===== config.mk =====
export PLATFORM = sky130hd
export DESIGN_NAME = pwr_down_ctrl
export DESIGN_NICKNAME = d
export VERILOG_FILES = /design/src/rtl/pdc_pkg.sv /design/src/rtl/pdc_wake_qual.sv /design/src/rtl/pdc_fsm.sv /design/src/rtl/pdc_clk_decode.sv /design/src/rtl/pwr_down_ctrl.sv
export SDC_FILE = /design/constraint.sdc
export NUM_CORES = 1
export LEC_CHECK = 0
export ABC_CLOCK_PERIOD_IN_PS = 1600
export BUFFER_PORTS_ARGS = -buffer_cell sky130_fd_sc_hd__buf_2
export CAP_MARGIN = 20
export CORE_MARGIN = 2
export CORE_UTILIZATION = 46
export DETAILED_ROUTE_END_ITERATION = 8
export GPL_TIMING_DRIVEN = 0
export PLACE_DENSITY = 0.64
export SLEW_MARGIN = 15
export SYNTH_ARGS = -nofsm -noshare
export SYNTH_HDL_FRONTEND = slang
export SYNTH_SLANG_ARGS = --single-unit

===== constraint.sdc =====
create_clock -name clk -period 1.6 [get_ports clk]
set_input_delay 0.08 -clock clk [delete_from_list [all_inputs] [get_ports clk]]
set_output_delay 0.08 -clock clk [all_outputs]
set_load 0.005 [all_outputs]

===== src/rtl/pdc_pkg.sv =====
package pdc_pkg;
    typedef enum logic [1:0] {
        ST_RUN   = 2'd0,
        ST_LIGHT = 2'd1,
        ST_DEEP  = 2'd2,
        ST_HOLD  = 2'd3
    } pd_state_e;

    typedef struct packed {
        logic core;
        logic periph;
        logic clkout;
    } clk_en_t;
endpackage


===== src/rtl/pdc_wake_qual.sv =====
module pdc_wake_qual #(
    parameter int WAKE_CYCLES = 5
) (
    input  logic clk,
    input  logic rst_n,
    input  logic armed,
    input  logic pin_n,
    output logic wake
);
    localparam int CW = $clog2(WAKE_CYCLES + 1);
    localparam logic [CW-1:0] LAST = CW'(WAKE_CYCLES - 1);

    logic [CW-1:0] run_len;
    logic          pin_act;

    assign pin_act = !pin_n;
    assign wake    = armed && pin_act && (run_len == LAST);

    always_ff @(posedge clk or negedge rst_n) begin
        if (!rst_n)
            run_len <= '0;
        else if (armed && pin_act && !wake)
            run_len <= run_len + 1'b1;
        else
            run_len <= '0;
    end

    // a wake is only ever preceded by an active pin sample
    p_wake_after_run_r6: assert property (@(posedge clk) disable iff (!rst_n)
        wake |-> $past(pin_act));
    // once qualified, the count starts over
    p_wake_clears_r7: assert property (@(posedge clk) disable iff (!rst_n)
        wake |=> (run_len == '0));
endmodule


===== src/rtl/pdc_fsm.sv =====
module pdc_fsm
    import pdc_pkg::*;
(
    input  logic      clk,
    input  logic      rst_n,
    input  logic      idle_req,
    input  logic      deep_req,
    input  logic      hold_n,
    input  logic      irq_pending,
    input  logic      wake_any,
    output pd_state_e state
);
    pd_state_e nxt;

    always_comb begin
        nxt = state;
        unique case (state)
            ST_RUN: begin
                if (deep_req)      nxt = ST_DEEP;
                else if (idle_req) nxt = ST_LIGHT;
                else if (!hold_n)  nxt = ST_HOLD;
            end
            ST_LIGHT: if (irq_pending) nxt = ST_RUN;
            ST_DEEP:  if (wake_any)    nxt = ST_RUN;
            ST_HOLD:  if (hold_n)      nxt = ST_RUN;
            default:  nxt = ST_RUN;
        endcase
    end

    always_ff @(posedge clk or negedge rst_n) begin
        if (!rst_n) state <= ST_RUN;
        else        state <= nxt;
    end

    p_light_exit_r3: assert property (@(posedge clk) disable iff (!rst_n)
        (state == ST_LIGHT && irq_pending) |=> (state == ST_RUN));
    p_deep_sticky_r5: assert property (@(posedge clk) disable iff (!rst_n)
        (state == ST_DEEP && !wake_any) |=> (state == ST_DEEP));
    p_hold_exit_r8: assert property (@(posedge clk) disable iff (!rst_n)
        (state == ST_HOLD && hold_n) |=> (state == ST_RUN));
    p_strobe_wins_r9: assert property (@(posedge clk) disable iff (!rst_n)
        (state == ST_RUN && idle_req && !deep_req && !hold_n) |=> (state == ST_LIGHT));
    p_deep_first_r10: assert property (@(posedge clk) disable iff (!rst_n)
        (state == ST_RUN && deep_req) |=> (state == ST_DEEP));
endmodule


===== src/rtl/pdc_clk_decode.sv =====
module pdc_clk_decode
    import pdc_pkg::*;
(
    input  pd_state_e state,
    output clk_en_t   en
);
    always_comb begin
        en = '{core: 1'b1, periph: 1'b1, clkout: 1'b1};
        unique case (state)
            ST_RUN:   en = '{core: 1'b1, periph: 1'b1, clkout: 1'b1};
            ST_LIGHT: en = '{core: 1'b0, periph: 1'b1, clkout: 1'b1};
            ST_HOLD:  en = '{core: 1'b0, periph: 1'b1, clkout: 1'b1};
            ST_DEEP:  en = '{core: 1'b0, periph: 1'b0, clkout: 1'b0};
            default:  en = '{core: 1'b1, periph: 1'b1, clkout: 1'b1};
        endcase
    end
endmodule


===== src/rtl/pwr_down_ctrl.sv =====
module pwr_down_ctrl
    import pdc_pkg::*;
#(
    parameter int NUM_PINS    = 6,
    parameter int WAKE_CYCLES = 5
) (
    input  logic                clk,
    input  logic                rst_n,
    input  logic                idle_req,
    input  logic                deep_req,
    input  logic                hold_n,
    input  logic [NUM_PINS-1:0] ext_pin_n,
    input  logic                irq_pending,
    output logic                core_clk_en,
    output logic                periph_clk_en,
    output logic                clkout_en
);
    pd_state_e           state;
    clk_en_t             en;
    logic [NUM_PINS-1:0] wake_vec;
    logic                armed;

    assign armed = (state == ST_DEEP);

    for (genvar p = 0; p < NUM_PINS; p++) begin : g_pin
        pdc_wake_qual #(.WAKE_CYCLES(WAKE_CYCLES)) u_qual (
            .clk   (clk),
            .rst_n (rst_n),
            .armed (armed),
            .pin_n (ext_pin_n[p]),
            .wake  (wake_vec[p])
        );
    end

    pdc_fsm u_fsm (
        .clk         (clk),
        .rst_n       (rst_n),
        .idle_req    (idle_req),
        .deep_req    (deep_req),
        .hold_n      (hold_n),
        .irq_pending (irq_pending),
        .wake_any    (|wake_vec),
        .state       (state)
    );

    pdc_clk_decode u_dec (
        .state (state),
        .en    (en)
    );

    assign core_clk_en   = en.core;
    assign periph_clk_en = en.periph;
    assign clkout_en     = en.clkout;

    // the core never runs while the peripherals are stopped
    p_core_needs_periph_r2: assert property (@(posedge clk) disable iff (!rst_n)
        core_clk_en |-> periph_clk_en);
    // leaving deep idle is only possible through a qualified pin
    p_deep_leave_r4: assert property (@(posedge clk) disable iff (!rst_n)
        (!periph_clk_en && !(|wake_vec)) |=> !periph_clk_en);
endmodule


=== Word level (Yosys, flattened, before mapping) ===
Cells that the tools add are included.

* Add/subtract/negate cells: 6
* Multipliers: 0
* Div/mod/pow operators: 0
* $lt $le $gt $ge: 0
* Equality and inequality tests: 13
* Shift-type cells: 0
* Mux-type cells: 14
* Bitwise gates (word level): 0
* Reduce and logical (&&, ||, !) cells: 34

{| class="wikitable"
|+ Operators by type and width
! operator !! count
|-
| adder 3 x 1 -> 3 bit (second input constant) || 6
|-
| == test 3 bit (second input constant) || 6
|-
| logical AND 1 bit || 18
|-
| 2-to-1 mux 3 bit || 6
|-
| logical NOT 1 bit || 12
|-
| 2-to-1 mux 2 bit || 6
|-
| case mux 3 bit (3 select lines) || 1
|-
| case mux 2 bit (4 select lines) || 1
|-
| OR reduction 6 bit || 1
|-
| == test 2 bit (second input constant) || 2
|-
| inequality test 2 bit (second input constant) || 2
|-
| inequality test 4 bit (second input constant) || 1
|-
| AND reduction 4 bit || 1
|-
| == test 2 x 1 -> 1 bit (second input constant) || 1
|-
| logical NOT 2 bit || 1
|-
| inequality test 2 x 1 -> 1 bit (second input constant) || 1
|-
| OR reduction 2 bit || 1
|}

* Flip-flop bits (word level): 20
* Bits in latches: 0
* RAM bits: 0
* Bits in read-only memories: 0
* Bits of input ports: 12
* Output and inout bits: 3
* Logic and storage cells: 74
* Memories: 0

=== Depth between registers and ports, before layout ===
* Word-level depth: 6
* Gate-level depth with buffers: 5

=== By module ===
A second synthesis with hierarchy kept.

* Cell total of the unflattened synthesis: 107
* Area, all modules: 1124.8 um^2

{| class="wikitable"
|+ By module, submodules not included
! module !! times used !! cells each !! area each (um^2)
|-
| pdc_wake_qual || 6 || 15 || 162.7
|-
| pdc_fsm || 1 || 10 || 111.4
|-
| pwr_down_ctrl || 1 || 4 || 20.0
|-
| pdc_clk_decode || 1 || 3 || 17.5
|}

=== Worst setup path before layout ===
OpenSTA, ideal clock, no wires.

* Path kind: register to register
* From: register u_fsm.state[0]
* To: register g_pin[1].u_qual.run_len[1]
* Library setup time: 107 ps
* Data arrival time: 1070 ps
* Path slack: 423 ps
* Cell stages (with the launch flop): 5
* Path buffers: 1
* Cell sequence: dfrtp_1 -> and2b_4 -> inv_4 -> buf_6 -> a2111oi_4

* Longest elaborated chain between the ends: 6

{| class="wikitable"
|+ RTL lines
! element !! line !! source
|-
| start, declared || pdc_fsm.sv:11 || <nowiki>output pd_state_e state</nowiki>
|-
| start signal, assigned || pdc_fsm.sv:32 || <nowiki>else state <= nxt;</nowiki>
|-
| == test 2 bit (*) || pwr_down_ctrl.sv:23 || <nowiki>assign armed = (state == ST_DEEP);</nowiki>
|-
| logical AND 1 bit (*) || pdc_wake_qual.sv:17, pdc_wake_qual.sv:22 ||
|-
| logical AND 1 bit || pdc_wake_qual.sv:17 || <nowiki>assign wake = armed && pin_act && (run_len == LAST);</nowiki>
|-
| logical NOT 1 bit || pdc_wake_qual.sv:22 || <nowiki>else if (armed && pin_act && !wake)</nowiki>
|-
| logical AND 1 bit (*) || pdc_wake_qual.sv:22 ||
|-
| 2-to-1 mux 3 bit (*) || pdc_wake_qual.sv:22 ||
|-
| end signal, assigned || pdc_wake_qual.sv:23 || <nowiki>run_len <= run_len + 1'b1;</nowiki>
|-
| end, declared || pdc_wake_qual.sv:13 || <nowiki>logic [CW-1:0] run_len;</nowiki>
|}

Every way passes the cells marked *; elsewhere a longest branch is shown, timed or not.
A chain may end at the register's enable or synchronous reset.

=== Worst setup path in the final report ===
* From: register u_fsm.state[0]
* To: output port periph_clk_en

* Longest elaborated chain between the ends: 3
* Elaborated cells on any way between the ends: 6

{| class="wikitable"
|+ RTL lines
! element !! line !! source
|-
| == test 2 x 1 -> 1 bit or == test 2 bit (tied branches) || pdc_clk_decode.sv:9 || <nowiki>unique case (state)</nowiki>
|-
| OR reduction 2 bit (no line) || -- ||
|-
| case mux 3 bit (3 select lines) (*) || pdc_clk_decode.sv:9 ||
|-
| end, declared || pwr_down_ctrl.sv:15 || <nowiki>output logic periph_clk_en,</nowiki>
|}

Marked as above.

==> results.tsv <==
metric	value	unit
status	completed	
Syn Inst Count	103	
ant diodes	0	
DP Wirelength	1410	um
IO Count	15	
grt ovf	0	
CP max stage delay	410	ps
Hold Violations, Final	0	
die area	0.00286	mm2
critical-path cell list	and2b_4, inv_4, buf_6, buf_4, buf_2	
crit-path max FO	11	
CTS clock-pin slew for the worst setup and hold paths	100	ps
layout cells sized above 1	22.0	%
Layout Utilization	58.8	%
hold endpoint	g_pin[1].u_qual.run_len[1]	
CTS Root Cell	clkbuf_4	
Starting Density	50.0	%
area delta synth->final	17.5	%
reg2reg setup slack	350	ps
adder-cell area share of the yosys netlist	13.3	%
fmax	0.662	GHz
M1 WL	860	um
R2R cell count	4	
Max clock buf depth	2	
Max Slew Vio Count	0	
DR DRC count	0	
# setup viols final	0	
overall power	1.73	mW
worst min path class	input pin to flip-flop	
gr usage total	15.9	%
mux share of post-synthesis cell area	4.44	%
max-cap violation count	0	
Starting DRT DRC Count	8	
Hold Path Depth	2	
CP arrival	1430	ps
Post-Syn Area	0.00113	mm2
Yosys reg bits	20	
DR WL/cell	12.1	um
hold_sp	ext_pin_n[1]	
CTS Buf Count	3	
Setup WS post-layout	88.8	ps
port bufs	14	
Core Region	0.00225	mm2
vias in the first global route	797	
Netlist cell types	25	
Critical-path top delay cell	dfrtp_1	
first-pass iteration count of the detailed router	4	
die height	53.5	um
Net Count, Synth	127	
largest net degree at the start of global routing	21	
clk_skew	4.04	ps
setup TNS	0	ps
Critical R2R Capture	g_pin[1].u_qual.run_len[1]	
Die W	53.5	um
CTS tree	done	
final period utilization	94.4	%
critical path startpoint category	flip-flop	
row cnt	17	
first-pass GRT wire length	3150	um
CP endpoint kind	primary output	
detailed-route via count	807	
Peak VDD IR	0.823	mV
TritonCTS Sinks	20	
vias per cell	5.21	
Cell Pwr Density	1310	mW/mm2
WL met3	80	um
top sig layer	met4	
worst reg2reg startpoint	u_fsm.state[0]	
Buf/Inv on CP	4	
Yosys Warn Count	0	
synthesized area per cell	10.9	um2
hold-fix buffer count after cts	7	
Post-CTS Setup Inserts	0	
sequential cell area fraction in the yosys report	44.4	%
Rel. slew slack	70.4	%
Req. time, crit path	1520	ps
Leak Pwr	0.617	nW
antenna-violating nets left	0	
Synth Area in Compound Gates	14.3	%
Post-Synth Simple-Gate Area	15.3	%
H-Tree Depth	1	
CP top delay family	buffers and inverters	
GP Congestion	0.770	
Final Critical Period	1510	ps
final wirelength	1880	um
final net count	153	
Place WS	346	ps
PostCTS Resize Cnt	0	
Worst Max-Slew Pin Slew	444	ps
initial antenna violation count	0	
RSZ-0062 raised after global routing	false	
Synth Area in XOR/XNOR	0	%
WS Path Type	flip-flop to primary output	
combinational family with the most area after synthesis	simple AND/OR/NAND/NOR gates	
Met2 Wirelength	867	um
Worst-Skew Late Latency	290	ps
## flip-flops by register name (all words and copies together), names as in the netlist
register	count
g_pin.u_qual.run_len	18
u_fsm.state	2
## report_power, final
group	switching, mW	leakage (nW)	internal (mW)	total (mW)
Combinational	0.428	0.334	0.359	0.787
Sequential	0.0954	0.270	0.623	0.718
Clock	0.141	0.0138	0.0875	0.228
Total	0.665	0.617	1.07	1.73
## synthesized netlist by cell type, drive strengths merged
cell type  number  share of area [%]
buf             2                1.7
and4b           1               0.89
a21oi           2               0.89
nor2            7                2.3
mux2i           5                4.4
nor4b           1                1.3
inv            19                6.5
a2111oi         6                9.1
nand2           5                1.7
o221ai          1               0.78
o21bai          1               0.67
nor3            6                2.7
and2b           1               0.89
o21ai           3                1.3
and3            4                2.2
nand3b          3                2.0
a2bb2oi         1               0.78
o2111ai         1               0.78
nor3b           2                1.3
dfrtp          20                 44
ha             12                 13
## through the flow
step,hold WS (ps),std cells,instance area [um2]
floorplan,-216,103,1130
global placement,57.1,145,1230
detailed placement,52.6,145,1230
CTS,8.76,155,1330
global route,24.6,155,1330
finish,25.9,155,1330
## worst max-delay path by stage
stage	startpoint	cells after the start	end
floorplan	u_fsm.state[0]	4	g_pin[1].u_qual.run_len[1]
global placement	u_fsm.state[0]	4	g_pin[1].u_qual.run_len[1]
detailed placement	u_fsm.state[0]	4	g_pin[1].u_qual.run_len[1]
CTS	u_fsm.state[0]	5	periph_clk_en
global route	u_fsm.state[0]	5	periph_clk_en
finish	u_fsm.state[0]	5	periph_clk_en
## worst register-to-register path, stage by stage, from the launching register on
cell and delay [ps]:
dfrtp_1 410, and2b_4 280, inv_4 60, buf_6 150, a2111oi_4 250
## layout make-up
type | instances | area, um2
Buffer | 2 | 18.8
Tap cell | 28 | 35.0
Clock buffer | 3 | 22.5
Timing Repair Buffer | 21 | 140
Sequential cell | 20 | 500
Fill cell | 204 | 930
Inverter | 19 | 73.8
Multi-Input combinational cell | 62 | 534
## cells by family after synthesis
| family | Yosys count |
|---|---|
| AND/OR/NAND/NOR | 30 |
| buffers and inverters | 21 |
| flip-flops | 20 |
| AO/OA/AOI/OAI | 15 |
| adder cells (fa/ha/maj) | 12 |
| multiplexers | 5 |
## cell usage in the layout, fill, tap and decap left out, types with 2 or more instances in the layout
cell type	count
nor3b_1	2
nand3b_1	3
clkbuf_4	3
buf_2	14
o21ai_0	2
ha_1	12
mux2i_1	5
a2111oi_2	5
nor3_1	6
a21oi_1	2
inv_1	18
dfrtp_1	20
nor2_1	7
and3_1	4
dlygate4sd3_1	7
nand2_1	5
## routing by layer
metal  global-route usage, %  up-vias
li1                        -      402
met1                    18.3      378
met2                    25.7       19
met3                    3.11        8
met4                    12.0        0
met5                       0        -
(Power assumes the default switching activity.)
